[src/rtl/pla_pkg.sv]
package pla_pkg;
  localparam int unsigned DEF_INPUTS    = 10;
  localparam int unsigned DEF_OUTPUTS   = 8;
  localparam int unsigned DEF_SUM_TERMS = 7;

  // Column position of the literal for input i, plain or inverted.
  function automatic int unsigned lit_col(input int unsigned i, input bit inverted);
    return 2 * i + (inverted ? 1 : 0);
  endfunction
endpackage

[src/rtl/pla_fuse_shift.sv]
module pla_fuse_shift #(
  parameter int unsigned FUSES = 1280
) (
  input  logic             clk,
  input  logic             rst_n,
  input  logic             cfg_load,
  input  logic             cfg_valid,
  input  logic             cfg_data,
  output logic [FUSES-1:0] fuse_map,
  output logic             array_active
);
  logic seen_load_q;

  always_ff @(posedge clk or negedge rst_n) begin
    if (!rst_n) begin
      fuse_map <= '0;
    end else if (cfg_load && cfg_valid) begin
      fuse_map <= {fuse_map[FUSES-2:0], cfg_data};
    end
  end

  always_ff @(posedge clk or negedge rst_n) begin
    if (!rst_n) seen_load_q <= 1'b0;
    else if (cfg_load) seen_load_q <= 1'b1;
  end

  assign array_active = seen_load_q & ~cfg_load;


  shift_take_chk: assert property (@(posedge clk) disable iff (!rst_n)
    (cfg_load && cfg_valid) |=> (fuse_map[0] == $past(cfg_data)))
    else $error("shift did not take the offered bit");


  map_hold_chk: assert property (@(posedge clk) disable iff (!rst_n)
    !(cfg_load && cfg_valid) |=> $stable(fuse_map))
    else $error("map changed without an accepted bit");


  load_quiet_chk: assert property (@(posedge clk) disable iff (!rst_n)
    cfg_load |-> !array_active)
    else $error("array active during load");
endmodule

[src/rtl/pla_product_term.sv]
module pla_product_term #(
  parameter int unsigned COLS = 20
) (
  input  logic [COLS-1:0] fuses,
  input  logic [COLS-1:0] literals,
  output logic            term
);
  // An intact fuse (1) requires its literal; a blown fuse (0) masks it.
  assign term = &(literals | ~fuses);

  always_comb begin

    if (&fuses) begin
      all_intact_chk: assert (term == 1'b0) else $error("all-intact row not zero");
    end

    if (fuses == '0) begin
      all_blown_chk: assert (term == 1'b1) else $error("all-blown row not one");
    end
  end
endmodule

[src/rtl/pla_output_cell.sv]
module pla_output_cell #(
  parameter int unsigned TERMS = 8
) (
  input  logic [TERMS-1:0] terms,
  input  logic             active,
  output logic             dout,
  output logic             oe
);
  localparam int unsigned SUMS = TERMS - 1;

  logic sum;
  assign sum  = |terms[SUMS-1:0];
  assign oe   = active & terms[TERMS-1];
  assign dout = oe & sum;

  always_comb begin

    if (active == 1'b0) begin
      idle_cell_chk: assert (oe == 1'b0 && dout == 1'b0) else $error("idle cell drives");
    end

    if (oe == 1'b0) begin
      off_zero_chk: assert (dout == 1'b0) else $error("disabled output not zero");
    end
  end
endmodule

[src/rtl/pla_fuse_array.sv]
module pla_fuse_array #(
  parameter int unsigned N_IN      = pla_pkg::DEF_INPUTS,
  parameter int unsigned N_OUT     = pla_pkg::DEF_OUTPUTS,
  parameter int unsigned SUM_TERMS = pla_pkg::DEF_SUM_TERMS
) (
  input  logic             clk,
  input  logic             rst_n,
  input  logic             cfg_load,
  input  logic             cfg_valid,
  output logic             cfg_ready,
  input  logic             cfg_data,
  input  logic [N_IN-1:0]  pin_in,
  output logic [N_OUT-1:0] pin_out,
  output logic [N_OUT-1:0] pin_oe
);
  localparam int unsigned TERMS = SUM_TERMS + 1;
  localparam int unsigned COLS  = 2 * N_IN;
  localparam int unsigned ROWS  = N_OUT * TERMS;
  localparam int unsigned FUSES = ROWS * COLS;

  logic [FUSES-1:0] fuse_map;
  logic             array_active;
  logic [COLS-1:0]  literals;
  logic [ROWS-1:0]  row_terms;

  assign cfg_ready = cfg_load;

  pla_fuse_shift #(.FUSES(FUSES)) u_shift (
    .clk          (clk),
    .rst_n        (rst_n),
    .cfg_load     (cfg_load),
    .cfg_valid    (cfg_valid),
    .cfg_data     (cfg_data),
    .fuse_map     (fuse_map),
    .array_active (array_active)
  );

  for (genvar i = 0; i < N_IN; i++) begin : g_lit
    assign literals[pla_pkg::lit_col(i, 1'b0)] = pin_in[i];
    assign literals[pla_pkg::lit_col(i, 1'b1)] = ~pin_in[i];
  end

  for (genvar r = 0; r < ROWS; r++) begin : g_row
    pla_product_term #(.COLS(COLS)) u_term (
      .fuses    (fuse_map[r*COLS +: COLS]),
      .literals (literals),
      .term     (row_terms[r])
    );
  end

  for (genvar o = 0; o < N_OUT; o++) begin : g_out
    pla_output_cell #(.TERMS(TERMS)) u_cell (
      .terms  (row_terms[o*TERMS +: TERMS]),
      .active (array_active),
      .dout   (pin_out[o]),
      .oe     (pin_oe[o])
    );
  end


  load_dark_chk: assert property (@(posedge clk) disable iff (!rst_n)
    cfg_load |-> (pin_oe == '0 && pin_out == '0))
    else $error("outputs live during load");


  ready_mirror_chk: assert property (@(posedge clk) disable iff (!rst_n)
    cfg_ready == cfg_load)
    else $error("ready does not follow load");


  out_needs_oe_chk: assert property (@(posedge clk) disable iff (!rst_n)
    (pin_out & ~pin_oe) == '0)
    else $error("data on a disabled output");
endmodule

[config.mk]
export PLATFORM = sky130hd
export DESIGN_NAME = pla_fuse_array
export DESIGN_NICKNAME = d
export VERILOG_FILES = /design/src/rtl/pla_pkg.sv /design/src/rtl/pla_fuse_shift.sv /design/src/rtl/pla_product_term.sv /design/src/rtl/pla_output_cell.sv /design/src/rtl/pla_fuse_array.sv
export SDC_FILE = /design/constraint.sdc
export NUM_CORES = 2
export LEC_CHECK = 0
export BUFFER_PORTS_ARGS = -buffer_cell sky130_fd_sc_hd__buf_2
export CORE_MARGIN = 1
export CORE_UTILIZATION = 65
export DETAILED_ROUTE_END_ITERATION = 10
export GPL_ROUTABILITY_DRIVEN = 0
export PLACE_DENSITY = 0.81
export SLEW_MARGIN = 5
export SYNTH_ARGS = -nofsm -noshare
export SYNTH_HDL_FRONTEND = slang
export SYNTH_SLANG_ARGS = --single-unit
[constraint.sdc]
create_clock -name clk -period 4.7 [get_ports clk]
set_input_delay 0.47 -clock clk [delete_from_list [all_inputs] [get_ports clk]]
set_output_delay 0.47 -clock clk [all_outputs]
set_load 0.02 [all_outputs]
==> out/metrics.yaml <==
status:
  status: "finished clean"
clock_tree:
  cts-buffers-inserted: 135
  clock_latency_ns: 0.73
  clk_pin_slew_ns: 0.06
  cts_tree: "yes"
  post_cts_buffers: 0
  cts-root-buf: "clkbuf_16"
  cts_resized: 0
  clk_path_buf_depth: 3
  clkSinkCount: 1281
  h-tree-depth: 4
  hold_buffers: 3
sta:
  maxSlewHeadroom_pct: 31.77
  slew_violations: 0
  timing.hold.ws_ns: 0.3501
  min_period_ns: 3.701
  hold_viol: 0
  finalSetupTns_ns: 0
  setup_viol: 0
  max_freq_ghz: 0.2702
  min_period_over_period_pct: 78.75
  worst_slew_pin_slew_ns: 1.019
  rsz0062_at_grt: "false"
  setup_ws_ns: 0.9987
  finClkSkew_ns: 0.02310
worst_setup_path:
  rr_startpoint: "u_shift.fuse_map[799]"
  start_kind: "input port"
  r2r_slack_ns: 3.81
  r2r-end: "u_shift.fuse_map[799]"
  ff2ff_path_depth: 1
  cp_max_fo: 9
  cp.required_ns: 4.23
  cp-end-kind: "output pin"
  crit_arrival_ns: 3.23
  worstSetupPathType: "input port to output pin"
floorplanning:
  dieHeight_um: 296.3
  num_rows: 107
  core_area_um2: 85410
  dieArea_um2: 87780
  die_x_um: 296.3
  boundaryPins: 32
  initial_utilization_pct: 65.91
grt:
  gr-total-overflow: 0
  grt_pass1_wl_um: 171700
  grtUsageTotal_pct: 24.85
  grt_pass1_vias: 31330
  antenna_found_initial: 0
  grt_max_degree: 154
final_layout:
  stdcell_area_um2: 61950
  final_nets: 3854
  seqCellArea_um2: 32060
  fillers: 5637
  area_delta_synth_final_pct: 10.05
  multiInputGateArea_um2: 22750
  drive_above_1_share_pct: 40.26
synth:
  synth_ff_type: "dfrtp_1"
  syn_nets: 3849
  syn_area_per_cell_um2: 14.68
  synth_top_area_share_pct: 56.94
  ys_async_sr_fraction_pct: 100.0
  synth_area_leaders: "dfrtp_1 (57%), mux2_2 (26%), mux2i_1 (11%)"
  ys_warn_count: 0
  synth_seq_cells: 1281
  synth_edf_count: 0
  synth_cell_types: 21
  synth_top_area_cell: "dfrtp_1"
  yosysMostFrequentCell: "dfrtp_1"
  syn_inst: 3834
  yosys-top-cells-count: "dfrtp_1 (1,281), mux2_2 (1,280), mux2i_1 (640)"
  syn_area_um2: 56290
  seq_area_frac_synth_pct: 56.94
place:
  dpl_cell_area_um2: 57350
  dp_slack_ns: 1.254
  io_buffers: 31
  dp_hpwl_um: 61440
flow_run:
  max_cap_viol_count: 0
detailed_routing:
  drtPass1Iterations: 4
  drt-total-wl_um: 104500
  ant_nets: 0
  drt_iter0_drc: 1872
  vias_per_cell: 5.868
  via_count: 29860
  drc: 0
  wl_per_cell_um: 20.54
power:
  p_leak_nw: 33.94
  peakVddDrop_v: 0.0003679
  power_density_nw_per_um2: 371.1
min_path:
  worst_hold_path_type: "input port to async pin"
critical path, cell delays in order:
cell and delay (ns):
dlygate4sd3_1 0.54, buf_2 0.16, nor2b_2 0.79, nand4_1 0.17, nor3_1 0.50, o41a_1 0.38, buf_2 0.21
through the flow:
| step | cells | total power, mW | utilization (%) |
|---|---|---|---|
| final | 5089 | 22.99 | 72.53 |
| after global routing | 5088 | 23.76 | 72.53 |
| after CTS | 5088 | 23.24 | 72.53 |
| after detailed placement | 4843 | 12.49 | 67.15 |
| after global placement | 4843 | 12.48 | 67.15 |
| after floorplan | 3834 | 12.04 | - |
cell families (layout without fill, tap and decap cells):
| family | count (synthesis) | after routing | synth area share, % |
|---|---|---|---|
| AOI/OAI and AO/OA | 32 | 32 | 0.4268 |
| buffers and inverters | 230 | 340 | 2.654 |
| DFF | 1281 | 1281 | 56.94 |
| muxes | 1920 | 1920 | 36.99 |
| other | 0 | 1 | 0 |
| and+or+nand+nor | 371 | 371 | 2.990 |
per-layer routing:
metal  GRT usage (%)  share of wire (%)  vias to the layer above  routed length (um)
li1                -                  -                    13820                   -
met1           34.67                 46                    15590               47870
met2           40.59                 49                      295               51580
met3           3.537                2.4                      161                2491
met4           7.782                2.5                        0                2588
met5               0                  0                        -                   0
flip-flops by register name, summed over array words and instances, names as in the netlist:
signal and cells:
u_shift.fuse_map 1280, u_shift.seen_load_q 1
how the worst max path moves through the flow:
stage,slack [ns],from,end
global route,0.94,cfg_load,pin_out[4]
global placement,1.26,pin_in[3],pin_out[4]
CTS,0.96,cfg_load,pin_out[4]
floorplan,2.30,pin_in[4],pin_out[0]
finish,1.0,cfg_load,pin_out[4]
detailed placement,1.25,pin_in[5],pin_out[4]
area by class of cell:
class	count	share of cell area, %
flip-flops and latches	1281	51.74
multi-input cells	2323	36.73
clock buffers	201	6.423
well taps	1144	2.311
repair buffers	98	1.846
clock inverters	41	0.9432
diodes	1	0.004039
layout by cell type (no fill, tap or decap), types with 8 or more instances in the layout:
cell type,instances
dfrtp_1,1281
mux2_2,1280
mux2i_1,640
nand2_1,272
clkbuf_16,137
or4_1,48
clkbuf_1,33
buf_12,33
buf_4,32
clkbuf_8,31
o22ai_1,24
buf_2,20
clkinv_2,17
nand4_1,16
buf_6,10
clkinv_8,9
bufinv_16,9
nand3_1,8
nor4_1,8
and3_1,8
o41a_1,8
where the power goes:
group / internal, mW / total (mW) / switching (mW)
clock network: 6.39 / 10.7 / 4.32
registers: 11.1 / 11.1 / 0.0522
logic: 0.415 / 1.13 / 0.715
total: 17.9 / 23.0 / 5.09
Note: power is estimated with default switching activity, not from simulation.
